<file path="src/rtl/cwr_pkg.sv">
package cwr_pkg;

  typedef enum logic [2:0] {
    LM_NORMAL,
    LM_WDOG,
    LM_ADDR,
    LM_FAULT,
    LM_RESET
  } led_mode_e;

  // Counter width able to hold values 0 .. lim-1.
  function automatic int unsigned ctr_w(input int unsigned lim);
    return (lim < 3) ? 1 : $clog2(lim);
  endfunction

  // Highest-priority status wins.
  function automatic led_mode_e pick_mode(input logic rst_view,
                                          input logic fault_n,
                                          input logic addr_ok,
                                          input logic wd_fired);
    if (rst_view)      return LM_RESET;
    else if (!fault_n) return LM_FAULT;
    else if (!addr_ok) return LM_ADDR;
    else if (wd_fired) return LM_WDOG;
    else               return LM_NORMAL;
  endfunction

  // Returns {led1, led2}, 1 = lit.
  function automatic logic [1:0] drive_leds(input led_mode_e m, input logic ph);
    case (m)
      LM_RESET: return {1'b0, ph};
      LM_FAULT: return {ph, ~ph};
      LM_ADDR:  return {ph, ph};
      LM_WDOG:  return 2'b10;
      default:  return 2'b01;
    endcase
  endfunction

endpackage

</file>
<file path="src/rtl/cwr_supply_rst.sv">
module cwr_supply_rst (
  input  logic clk,
  input  logic rst_n,
  input  logic sup5_ok,
  input  logic sup24_ok,
  output logic hard_o,
  output logic hard_d_o
);
  logic hard_q;

  always_comb begin
    if (!sup5_ok)      hard_d_o = 1'b1;
    else if (sup24_ok) hard_d_o = 1'b0;
    else               hard_d_o = hard_q;
  end

  always_ff @(posedge clk or negedge rst_n) begin
    if (!rst_n) hard_q <= 1'b1;
    else        hard_q <= hard_d_o;
  end

  assign hard_o = hard_q;
endmodule

</file>
<file path="src/rtl/cwr_gap_wdog.sv">
module cwr_gap_wdog #(
  parameter int unsigned LIMIT = 75000
) (
  input  logic clk,
  input  logic rst_n,
  input  logic clr,
  input  logic tick,
  input  logic strobe,
  output logic fire_o,
  output logic fired_o
);
  localparam int unsigned CW = cwr_pkg::ctr_w(LIMIT);
  localparam logic [CW-1:0] LAST = CW'(LIMIT - 1);

  logic [CW-1:0] cnt_q;
  logic          armed_q;
  logic          fired_q;
  logic          at_last;

  assign at_last = (cnt_q == LAST);
  assign fire_o  = armed_q & tick & at_last & ~strobe & ~clr;
  assign fired_o = fired_q;

  always_ff @(posedge clk or negedge rst_n) begin
    if (!rst_n) begin
      cnt_q   <= '0;
      armed_q <= 1'b0;
      fired_q <= 1'b0;
    end else if (clr) begin
      cnt_q   <= '0;
      armed_q <= 1'b0;
      fired_q <= 1'b0;
    end else if (strobe) begin
      cnt_q   <= '0;
      armed_q <= 1'b1;
      fired_q <= 1'b0;
    end else if (fire_o) begin
      cnt_q   <= '0;
      armed_q <= 1'b0;
      fired_q <= 1'b1;
    end else if (armed_q && tick) begin
      cnt_q   <= cnt_q + 1'b1;
    end
  end
endmodule

</file>
<file path="src/rtl/cwr_low_detect.sv">
module cwr_low_detect #(
  parameter int unsigned LIMIT = 100000
) (
  input  logic clk,
  input  logic rst_n,
  input  logic clr,
  input  logic tick,
  input  logic pin,
  output logic fire_o,
  output logic held_o
);
  localparam int unsigned CW = cwr_pkg::ctr_w(LIMIT);
  localparam logic [CW-1:0] LAST = CW'(LIMIT - 1);

  logic [CW-1:0] cnt_q;
  logic          held_q;
  logic          pin_low;

  assign pin_low = ~pin;
  assign fire_o  = pin_low & tick & ~held_q & (cnt_q == LAST) & ~clr;
  assign held_o  = held_q;

  always_ff @(posedge clk or negedge rst_n) begin
    if (!rst_n) begin
      cnt_q  <= '0;
      held_q <= 1'b0;
    end else if (clr || !pin_low) begin
      cnt_q  <= '0;
      held_q <= 1'b0;
    end else if (fire_o) begin
      cnt_q  <= '0;
      held_q <= 1'b1;
    end else if (tick && !held_q) begin
      cnt_q  <= cnt_q + 1'b1;
    end
  end
endmodule

</file>
<file path="src/rtl/cwr_blink.sv">
module cwr_blink #(
  parameter int unsigned HALF = 200000
) (
  input  logic clk,
  input  logic rst_n,
  input  logic clr,
  input  logic tick,
  output logic phase_o
);
  localparam int unsigned CW = cwr_pkg::ctr_w(HALF);
  localparam logic [CW-1:0] LAST = CW'(HALF - 1);

  logic [CW-1:0] cnt_q;
  logic          ph_q;

  always_ff @(posedge clk or negedge rst_n) begin
    if (!rst_n) begin
      cnt_q <= '0;
      ph_q  <= 1'b0;
    end else if (clr) begin
      cnt_q <= '0;
      ph_q  <= 1'b0;
    end else if (tick) begin
      if (cnt_q == LAST) begin
        cnt_q <= '0;
        ph_q  <= ~ph_q;
      end else begin
        cnt_q <= cnt_q + 1'b1;
      end
    end
  end

  assign phase_o = ph_q;
endmodule

</file>
<file path="src/rtl/comm_wdog_rstctl.sv">
module comm_wdog_rstctl #(
  parameter int unsigned WDOG_US       = 75000,
  parameter int unsigned RSTLOW_US     = 100000,
  parameter int unsigned BLINK_HALF_US = 200000
) (
  input  logic clk,
  input  logic rst_n,
  input  logic us_tick,
  input  logic dstb_evt,
  input  logic pstb_evt,
  input  logic dstb_pin,
  input  logic cmd_rst_slave,
  input  logic cmd_rst_bcast,
  input  logic sup5_ok,
  input  logic sup24_ok,
  input  logic overload,
  input  logic fault_n,
  input  logic addr_ok,
  output logic soft_rst_o,
  output logic hard_rst_o,
  output logic led1_o,
  output logic led2_o
);
  import cwr_pkg::*;

  // Named internal events, visible to the bound checker.
  logic      hard_q;
  logic      hard_d;
  logic      any_strobe;
  logic      wd_fire;
  logic      wd_fired;
  logic      low_fire;
  logic      low_held;
  logic      blink_ph;
  logic      soft_src;
  logic      soft_q;
  logic      rst_view;
  led_mode_e led_mode;
  logic [1:0] led_pair;

  assign any_strobe = dstb_evt | pstb_evt;

  cwr_supply_rst u_sup (
    .clk      (clk),
    .rst_n    (rst_n),
    .sup5_ok  (sup5_ok),
    .sup24_ok (sup24_ok),
    .hard_o   (hard_q),
    .hard_d_o (hard_d)
  );

  cwr_gap_wdog #(.LIMIT(WDOG_US)) u_gap (
    .clk     (clk),
    .rst_n   (rst_n),
    .clr     (hard_q),
    .tick    (us_tick),
    .strobe  (any_strobe),
    .fire_o  (wd_fire),
    .fired_o (wd_fired)
  );

  cwr_low_detect #(.LIMIT(RSTLOW_US)) u_low (
    .clk    (clk),
    .rst_n  (rst_n),
    .clr    (hard_q),
    .tick   (us_tick),
    .pin    (dstb_pin),
    .fire_o (low_fire),
    .held_o (low_held)
  );

  cwr_blink #(.HALF(BLINK_HALF_US)) u_blk (
    .clk     (clk),
    .rst_n   (rst_n),
    .clr     (hard_q),
    .tick    (us_tick),
    .phase_o (blink_ph)
  );

  // Soft reset is suppressed whenever a hard reset holds in the next cycle.
  assign soft_src = (wd_fire | low_fire | cmd_rst_slave | cmd_rst_bcast) & ~hard_d;

  always_ff @(posedge clk or negedge rst_n) begin
    if (!rst_n) soft_q <= 1'b0;
    else        soft_q <= soft_src;
  end

  assign rst_view = hard_q | low_held | overload;
  assign led_mode = pick_mode(rst_view, fault_n, addr_ok, wd_fired);
  assign led_pair = drive_leds(led_mode, blink_ph);

  assign soft_rst_o = soft_q;
  assign hard_rst_o = hard_q;
  assign led1_o     = led_pair[1];
  assign led2_o     = led_pair[0];
endmodule

</file>
<file path="config.mk">
export PLATFORM = sky130hd
export DESIGN_NAME = comm_wdog_rstctl
export DESIGN_NICKNAME = d
export VERILOG_FILES = /design/src/rtl/cwr_pkg.sv /design/src/rtl/cwr_supply_rst.sv /design/src/rtl/cwr_gap_wdog.sv /design/src/rtl/cwr_low_detect.sv /design/src/rtl/cwr_blink.sv /design/src/rtl/comm_wdog_rstctl.sv
export SDC_FILE = /design/constraint.sdc
export NUM_CORES = 1
export LEC_CHECK = 0
export BUFFER_PORTS_ARGS = -buffer_cell sky130_fd_sc_hd__buf_4
export CORE_MARGIN = 1
export CORE_UTILIZATION = 45
export DETAILED_ROUTE_END_ITERATION = 8
export PLACE_DENSITY = 0.72
export SLEW_MARGIN = 10
export SYNTH_ARGS = -nofsm -noshare
export SYNTH_HDL_FRONTEND = slang
export SYNTH_SLANG_ARGS = --single-unit
export TNS_END_PERCENT = 20
</file>
<file path="constraint.sdc">
create_clock -name clk -period 3.8 [get_ports clk]
set_input_delay 0.38 -clock clk [delete_from_list [all_inputs] [get_ports clk]]
set_output_delay 0.38 -clock clk [all_outputs]
set_load 0.02 [all_outputs]
</file>
==> flow_summary_export.csv, run 1 <==
group,metric,value,unit
run_status,status,"finished with violations",
run_status,violations,"DRC",
sta,maxSlewViolCount,0,
global_routing,grt_max_degree,59,
sta,finalHoldViolations,0,
sta,relSlewSlack,24.1,%
die,core_area,6460,um2
sta,fmax,408,MHz
sta,finalCriticalPeriod,2.45,ns
synthesis,ys_ff_latch,58,
synthesis,yosysSeqAreaShare,47.3,%
place,gp_congestion,0.835,
detailed_routing,first_pass_iters,6,
synthesis,synth.area.top_cells,"dfrtp_1, xnor2_1, nor2_1",
pwr,p_per_area,378,nW/um2
clock_tree,cts_hold_buffers,0,
layout,stdcell_area,3470,um2
synthesis,synth-compound-area-share,13.9,%
place,placed_area,3250,um2
detailed_routing,avgRoutedWirePerCell,14.8,um
detailed_routing,vias,2536,
die,start_util,47.6,%
detailed_routing,drt_iter0_markers,178,
place,place.port_buffers,16,
global_routing,grt_pass1_wl,11400,um
layout,drive_above_1_share,11.3,%
place,hpwlAfterDp,4360,um
synthesis,yosysMostFrequentCell,"dfrtp_1",
sta,worstMarginPinSlew,1.13,ns
global_routing,overflow,0,
clock_tree,cts_tree,"yes",
layout,diodes,0,
synthesis,synthMuxAreaShare,0,%
synthesis,synth-adder-area-share,1.22,%
synthesis,netlist_instances,330,
worst_setup_path,endpoint_kind,"flip-flop",
synthesis,yosysTopAreaCell,"dfrtp_1",
pwr,pwr-share-comb,4.4,%
clock_tree,clockBufferDepth,2,
synthesis,synth_edf_count,0,
die,die_x,84.6,um
worst_setup_path,critPathMaxFanout,14,
pwr,internal-power,1.02,mW
die,io_pins,17,
synthesis,synth_area,3070,um2
global_routing,antenna_found_initial,0,
global_routing,track_usage,20.0,%
die,fp.dieH,84.6,um
flow_run,maxCapViolations,0,
clock_tree,numCtsBuffers,9,
worst_setup_path,worst-setup-path-type,"flip-flop to flip-flop",
detailed_routing,wirelength,6350,um
clock_tree,cts_sinks,58,
synthesis,synth_fp_nets,346,
synthesis,synthXorXnorAreaFrac,7.98,%
sta,skew,0.0115,ns
clock_tree,postCtsSetupRepairBufs,0,
sta,fin_tns_setup,0,ns
detailed_routing,viasPerCell,5.90,
die,die_area,7160,um2
synthesis,async_reset_ff_share,100,%
synthesis,synth_top_cell_area_share,46.4,%
pwr,irDropWorstVdd,0.000220,V
layout,area_growth,12.9,%
clock_tree,cts_resized,0,
detailed_routing,antenna_left,0,
detailed_routing,drc,2,
worst_setup_path,required,3.97,ns
global_routing,grt_pass1_vias,2429,
layout,fillCellCount,597,
sta,min_period_over_period,64.6,%
pwr,clock_power_share,47.7,%
worst_setup_path,arrival,2.63,ns
synthesis,ys_warn_count,0,
layout,nNetsFinal,364,
synthesis,synth_simple_gate_area_share,27.3,%
pwr,p_leak,1.29,nW
pwr,seqPwrFrac,47.9,%
clock_tree,h-tree-depth,3,
pwr,p_sw,0.286,mW
clock_tree,clk_pin_slew,0.07,ns
sta,final-setup-viol-count,0,
synthesis,synthFlopType,"dfrtp_1",
synthesis,avgSynthCellArea,9.31,um2
sta,rsz0062_at_grt,"no",
synthesis,synth_cell_types,44,
clock_tree,insertion_delay,0.34,ns
synthesis,synth_common_cells,"dfrtp_1, nor2_1, nand2_1, a21oi_1, xnor2_1",
pwr,swShare,21.8,%
clock_tree,root_buffer,"clkbuf_8",
worst_setup_path,start_kind,"flip-flop",
die,rows,29,
synthesis,synth_top_family_by_area,"simple AND/OR/NAND/NOR gates",
min_path,hold_class,"primary input to async pin",
[final timing paths]
kind / from / to / slack, ns / cells after the start
worst max-delay path: u_low.cnt_q[12]$_DFFE_PN0P_ / u_low.cnt_q[12]$_DFFE_PN0P_ / 1.35 / 4
min in group clk: sup24_ok / u_sup.hard_o$_DFF_PN1_ / 0.27 / 2
max in group asynchronous: rst_n / u_blk.cnt_q[8]$_DFFE_PN0P_ / 3.22 / 1
worst max register to register: u_low.cnt_q[12]$_DFFE_PN0P_ / u_low.cnt_q[12]$_DFFE_PN0P_ / 1.35 / 4
worst min register to register: u_gap.fired_o$_DFFE_PN0P_ / u_gap.fired_o$_DFFE_PN0P_ / 0.52 / 2
worst min-delay path: rst_n / soft_rst_o$_DFF_PN0_ / 0.09 / 1
[per-stage QoR]
step	hold slack [ns]	cells	worst slack, ns	utilization, %	power [mW]
2_1_floorplan	0.0844	330	1.72	-	0.664
3_3_place_gp	0.486	414	1.43	50.3	0.697
3_5_place_dp	0.486	414	1.34	50.3	0.698
4_1_cts	0.117	430	1.32	53.7	1.32
5_1_grt	0.161	430	1.10	53.7	1.36
6_report	0.0881	430	1.35	53.7	1.31
[metal layers]
metal,vias up,wire [um],GRT usage (%)
met5,-,0,0
met4,0,103,6.63
met3,8,226,5.60
met2,48,2920,30.7
met1,1230,3100,27.3
li1,1250,-,-
[cell usage in the layout (no fill, tap or decap), drive strengths merged, types with 3 or more instances in the layout]
cell type / n
buf: 16
nand3: 15
o21ai: 18
xnor2: 20
nand2: 27
clkbuf: 11
ha: 3
or3: 14
and4: 3
dfrtp: 57
inv: 8
a21oi: 24
o31ai: 10
nand4: 10
nor4: 6
nor4b: 3
or4: 11
or2: 4
nor3: 5
o2111ai: 4
and3: 6
xor2: 8
nor2: 40
o211ai: 4
[cell type report]
class                           count  area (um2)  area share (%)
Timing Repair Buffer               16         120            3.46
Clock buffer                       11         141            4.08
Sequential cell                    58        1450            41.9
Clock inverter                      5        77.6            2.24
Multi-Input combinational cell    255        1550            44.7
Tap cell                           77        96.3            2.78
Inverter                            8        30.0           0.866
[power by group through the flow]
stage               registers [mW]  clock network, mW  logic (mW)
floorplan                    0.639                  0      0.0256
global placement             0.639                  0      0.0579
detailed placement           0.640                  0      0.0588
CTS                          0.628              0.637      0.0589
global route                 0.629              0.664      0.0659
finish                       0.628              0.625      0.0575
[critical path, cell delays in order, from the launching register on]
cell and delay [ns]:
dfrtp_1 0.42, or4b_1 0.52, or4_1 0.43, o21ai_1 0.80, nor2_1 0.13
[cell families (layout without fill, tap and decap cells)]
logic type               after synthesis  in the layout
adder cells (fa/ha/maj)                3              3
XOR/XNOR                              28             28
flip-flops                            58             58
AND/OR/NAND/NOR                      156            156
buffers and inverters                 17             40
AO/OA/AOI/OAI                         68             68
[sequential cells by signal (all words and copies together) (netlist names)]
name	flops
u_gap.cnt_q	17
u_sup.hard_o	1
u_blk.cnt_q	18
u_gap.armed_q	1
u_gap.fired_o	1
soft_rst_o	1
u_low.cnt_q	17
u_blk.phase_o	1
u_low.held_o	1
Power figures use the tool's default switching activity.
==> run 2: changes to the inputs <==
PLACE_DENSITY = 0.74   (was 0.72)
clock period = 2.23 ns   (was 3.8 ns; I/O delays follow)
==> run 2 against run 1 <==
Compared with the run above:
- the run still ends with DRC left
- sequential share of layout area fell by 1.1 points
- core utilization rose by 1.4 points
- cell count grew 2.8%
- largest cell class unchanged
==> flow_summary_export.csv, run 2 (synthesis results as in run 1) <==
group,metric,value,unit
layout,final_cell_mix,"dfrtp_1, nor2_1, nand2_1, buf_4, a21oi_1",
sta,maxSlewViolCount,0,
detailed_routing,route.met2.wl,3130,um
layout,nNetsFinal,376,
detailed_routing,wl_met3,248,um
clock_tree,clk_pin_slew,0.07,ns
layout,diodes,0,
clock_tree,cts_tree,"yes",
detailed_routing,wl_met1,3080,um
pwr,p_per_area,632,nW/um2
clock_tree,clockBufferDepth,2,
detailed_routing,vias,2583,
global_routing,antenna_found_initial,0,
clock_tree,h-tree-depth,3,
sta,finalCriticalPeriod,2.13,ns
worst_setup_path,crit_slowest_cell,"or4b_1",
layout,drive_above_1_share,14.0,%
layout,layout_commonest_cell,"dfrtp_1",
die,core_area,6460,um2
clock_tree,cts_resized,0,
die,rows,29,
pwr,p_leak,1.35,nW
detailed_routing,drt_iter0_markers,145,
layout,fin_cells,442,
detailed_routing,drc,2,
flow_run,maxCapViolations,0,
clock_tree,cts_hold_buffers,1,
global_routing,grt_pass1_vias,2434,
layout,top_register,"u_blk.cnt_q",
pwr,seqPwrFrac,47.6,%
sta,worstMarginPinSlew,0.721,ns
detailed_routing,antenna_left,0,
sta,skew,0.00771,ns
place,place.port_buffers,16,
detailed_routing,avgRoutedWirePerCell,14.9,um
detailed_routing,first_pass_iters,6,
pwr,swShare,22.0,%
worst_setup_path,worst-setup-path-type,"flip-flop to flip-flop",
min_path,hold_class,"primary input to flip-flop",
layout,reg_top3,"u_blk.cnt_q (18), u_gap.cnt_q (17), u_low.cnt_q (17)",
detailed_routing,top_layer,"met4",
sta,setup_ws,0.0951,ns
worst_setup_path,start_kind,"flip-flop",
sta,relSlewSlack,51.9,%
place,place_inst,425,
pwr,p_sw,0.495,mW
run_status,status,"finished with violations",
sta,final-setup-viol-count,0,
place,dp_slack,0.109,ns
sta,finalHoldViolations,0,
worst_setup_path,r2r_slack,0.1,ns
detailed_routing,viasPerCell,5.84,
sta,hold_ws,0.0955,ns
clock_tree,cts_sinks,58,
pwr,pwr-share-comb,4.8,%
worst_setup_path,arrival,2.36,ns
clock_tree,insertion_delay,0.34,ns
pwr,clock_power_share,47.5,%
sta,fin_tns_setup,0,ns
die,die_area,7160,um2
clock_tree,postCtsSetupRepairBufs,0,
die,die_x,84.6,um
pwr,irDropWorstVdd,0.000327,V
clock_tree,root_buffer,"clkbuf_8",
layout,postLayoutCoreUtil,55.1,%
layout,largest_reg_flops,18,
sta,min_period_over_period,95.7,%
global_routing,grt_max_degree,59,
clock_tree,numCtsBuffers,9,
run_status,violations,"DRC",
worst_setup_path,path_cells,"or4b_1 -> or4_1 -> or3_4 -> a32o_1",
sta,fmax,468,MHz
sta,rsz0062_at_grt,"no",
global_routing,grt_pass1_wl,11400,um
place,hpwlAfterDp,4600,um
detailed_routing,wirelength,6570,um
die,fp.dieH,84.6,um
global_routing,overflow,0,
worst_setup_path,critPathMaxFanout,4,
layout,area_growth,15.9,%
global_routing,track_usage,20.1,%
worst_setup_path,endpoint_kind,"flip-flop",
place,gp_congestion,0.878,
die,io_pins,17,
pwr,internal-power,1.75,mW
die,start_util,47.6,%
worst_setup_path,required,2.45,ns
worst_setup_path,crit_path_max_incr_delay,0.49,ns
==> run 2: cell types whose count changed in the layout (fill, tap and decap cells not counted), sizes merged <==
cell         change
buf             +11
dlygate4sd3      +1
==> run 2: layer usage <==
layer | up-vias | GRT usage, %
met4 | 0 | 6.63
met5 | - | 0
met3 | 14 | 6.19
li1 | 1275 | -
met2 | 57 | 31.1
met1 | 1237 | 27.0
==> run 2: path summary, 6_finish.rpt <==
check | from | to | cells after the start
worst max-delay path | u_low.cnt_q[11]$_DFFE_PN0P_ | u_low.cnt_q[1]$_DFFE_PN0P_ | 4
worst min-delay path | sup24_ok | u_sup.hard_o$_DFF_PN1_ | 2
worst max register to register | u_low.cnt_q[11]$_DFFE_PN0P_ | u_low.cnt_q[1]$_DFFE_PN0P_ | 4
worst min register to register | u_gap.fired_o$_DFFE_PN0P_ | u_gap.fired_o$_DFFE_PN0P_ | 2
max in group asynchronous | rst_n | u_low.cnt_q[4]$_DFFE_PN0P_ | 2
min in group asynchronous | rst_n | u_gap.cnt_q[16]$_DFFE_PN0P_ | 2
==> run 2: worst max-delay path, delay by kind of cell, from the launching register on <==
family / cells / cell delay, ns
compound gates: 1 / 0.25
flops: 1 / 0.40
simple gates: 3 / 1.37
==> run 2: stage by stage <==
step / power [mW] / instance area (um2)
3_3_place_gp: 1.20 / 3330
2_1_floorplan: 1.13 / 3070
3_5_place_dp: 1.20 / 3330
5_1_grt: 2.33 / 3560
4_1_cts: 2.27 / 3560
6_report: 2.25 / 3560
==> run 2: cell type report <==
| type | instances | area [um2] |
|---|---|---|
| Timing Repair Buffer | 28 | 213 |
| Fill cell | 587 | 2900 |
| Tap cell | 77 | 96.3 |
| Sequential cell | 58 | 1450 |
| Clock buffer | 11 | 141 |
| Multi-Input combinational cell | 255 | 1550 |
| Inverter | 8 | 30.0 |
| Clock inverter | 5 | 77.6 |
==> run 2: power by group through the flow <==
stage                     logic [mW]  clock network, mW  registers [mW]
final                          0.109               1.07            1.07
after global routing           0.122               1.14            1.07
after CTS                      0.112               1.09            1.07
after detailed placement       0.110                  0            1.09
after global placement         0.107                  0            1.09
after floorplan               0.0436                  0            1.09
==> run 3: changes to the inputs <==
CORE_ASPECT_RATIO = 2   (was not set)
PLACE_DENSITY = 0.61   (was 0.74)
==> run 3 against run 2 <==
Compared with the run above:
- the run now ends clean
- sequential share of layout area down 0.95 points
- critical path depth unchanged
- sequential power about the same
- via count up 0.97%
- first-iteration DRC count down 21%
- combinational power about the same
- cell area up 2.4%
- maximum frequency up 1.3%
- core utilization down 0.070 points
==> flow_summary_export.csv, run 3 (synthesis results as in run 1) <==
group,metric,value,unit
run_status,status,"completed",
layout,area_growth,18.7,%
sta,worstMarginPinSlew,0.723,ns
worst_setup_path,endpoint_kind,"flip-flop",
global_routing,antenna_found_initial,0,
sta,fmax,475,MHz
layout,layout_commonest_cell,"dfrtp_1",
die,fp.dieH,119,um
place,hpwlAfterDp,5270,um
pwr,irDropWorstVdd,0.000492,V
worst_setup_path,required,2.43,ns
detailed_routing,antenna_left,0,
sta,finalHoldViolations,0,
sta,skew,0.00351,ns
die,die_area,7180,um2
die,core_area,6620,um2
detailed_routing,drt_iter0_markers,115,
detailed_routing,avgRoutedWirePerCell,15.5,um
min_path,hold_class,"primary input to flip-flop",
clock_tree,h-tree-depth,3,
detailed_routing,drc,0,
sta,rsz0062_at_grt,"no",
layout,reg_top3,"u_blk.cnt_q (18), u_gap.cnt_q (17), u_low.cnt_q (17)",
sta,fin_tns_setup,0,ns
clock_tree,insertion_delay,0.32,ns
layout,final_cell_mix,"dfrtp_1, nor2_1, buf_4, nand2_1, a21oi_1",
detailed_routing,vias,2608,
detailed_routing,first_pass_iters,4,
global_routing,grt_max_degree,59,
flow_run,maxCapViolations,0,
clock_tree,clk_pin_slew,0.05,ns
sta,relSlewSlack,51.8,%
clock_tree,cts_sinks,58,
die,start_util,46.4,%
clock_tree,root_buffer,"clkbuf_16",
worst_setup_path,crit_path_max_incr_delay,0.50,ns
worst_setup_path,path_delay_family,"simple AND/OR/NAND/NOR gates",
worst_setup_path,crit_slowest_cell,"or4b_1",
worst_setup_path,worst-setup-path-type,"flip-flop to flip-flop",
layout,drive_above_1_share,13.9,%
sta,min_period_over_period,94.5,%
clock_tree,cts_tree,"yes",
sta,maxSlewViolCount,0,
layout,nNetsFinal,380,
detailed_routing,viasPerCell,5.74,
global_routing,track_usage,22.6,%
sta,finalCriticalPeriod,2.11,ns
worst_setup_path,crit_buf_inv,0,
global_routing,grt_pass1_wl,11800,um
global_routing,grt_pass1_vias,2688,
clock_tree,numCtsBuffers,9,
pwr,p_leak,1.39,nW
place,gp_congestion,0.814,
global_routing,overflow,0,
sta,hold_ws,0.0936,ns
place,place.port_buffers,16,
layout,largest_reg_flops,18,
sta,final-setup-viol-count,0,
worst_setup_path,arrival,2.31,ns
clock_tree,postCtsSetupRepairBufs,0,
die,io_pins,17,
worst_setup_path,critPathMaxFanout,4,
pwr,p_per_area,656,nW/um2
die,die_x,60.4,um
worst_setup_path,path_cells,"or4b_1 -> or4_1 -> or3_4 -> a32o_1",
layout,top_register,"u_blk.cnt_q",
die,rows,42,
clock_tree,cts_hold_buffers,1,
clock_tree,clockBufferDepth,2,
detailed_routing,wirelength,7060,um
layout,diodes,0,
worst_setup_path,start_kind,"flip-flop",
clock_tree,cts_resized,0,
-- run 3: cell count changes in the layout (fill, tap and decap cells not counted), sizes merged --
cell / previous run / this run
buf: 27 / 31
bufinv: 2 / 0
clkbuf: 11 / 13
clkinv: 2 / 0
clkinvlp: 1 / 0
-- run 3: area by class of cell --
type | instances | area [um2]
Timing Repair Buffer | 32 | 243
Sequential cell | 58 | 1450
Multi-Input combinational cell | 255 | 1550
Clock buffer | 13 | 260
Fill cell | 635 | 2980
Inverter | 8 | 30.0
Tap cell | 88 | 110
-- run 3: through the flow --
stage               cell area [um2]  power [mW]  worst slack [ns]  utilization, %  instances
floorplan                      3070        1.13             0.154               -        330
global placement               3380        1.20             0.167            51.0        440
detailed placement             3380        1.20             0.129            51.0        440
CTS                            3650        2.43             0.131            55.1        454
global route                   3650        2.48            0.0695            55.1        454
finish                         3650        2.39             0.123            55.1        454
-- run 3: layer usage --
layer	part of all wire, %	GRT usage [%]	wire (um)	vias up
li1	-	-	-	1281
met5	0	0	0	-
met4	3.5	13.1	250	0
met2	60	42.1	4260	35
met1	34	20.0	2370	1276
met3	2.4	5.75	170	16
-- run 3: power by group --
group	internal [mW]	leakage [nW]	total [mW]	switching, mW
Combinational	0.0393	0.456	0.108	0.0682
Sequential	1.06	0.804	1.07	0.0104
Clock	0.791	0.128	1.21	0.419
Total	1.89	1.39	2.39	0.498
-- run 3: path summary, 6_finish.rpt --
path,from,end,slack (ns),cells past startpoint
worst min register to register,u_gap.fired_o$_DFFE_PN0P_,u_gap.fired_o$_DFFE_PN0P_,0.52,2
min in group asynchronous,rst_n,u_gap.cnt_q[3]$_DFFE_PN0P_,0.51,2
max in group asynchronous,rst_n,u_blk.cnt_q[9]$_DFFE_PN0P_,1.23,2
worst min-delay path,sup24_ok,u_sup.hard_o$_DFF_PN1_,0.09,2
worst max register to register,u_low.cnt_q[12]$_DFFE_PN0P_,u_low.cnt_q[1]$_DFFE_PN0P_,0.12,4
worst max-delay path,u_low.cnt_q[12]$_DFFE_PN0P_,u_low.cnt_q[1]$_DFFE_PN0P_,0.12,4
-- run 3: worst register-to-register path, cell delays in order, from the launching register on --
cell and delay (ns):
dfrtp_1 0.38, or4b_1 0.50, or4_1 0.43, or3_4 0.43, a32o_1 0.26
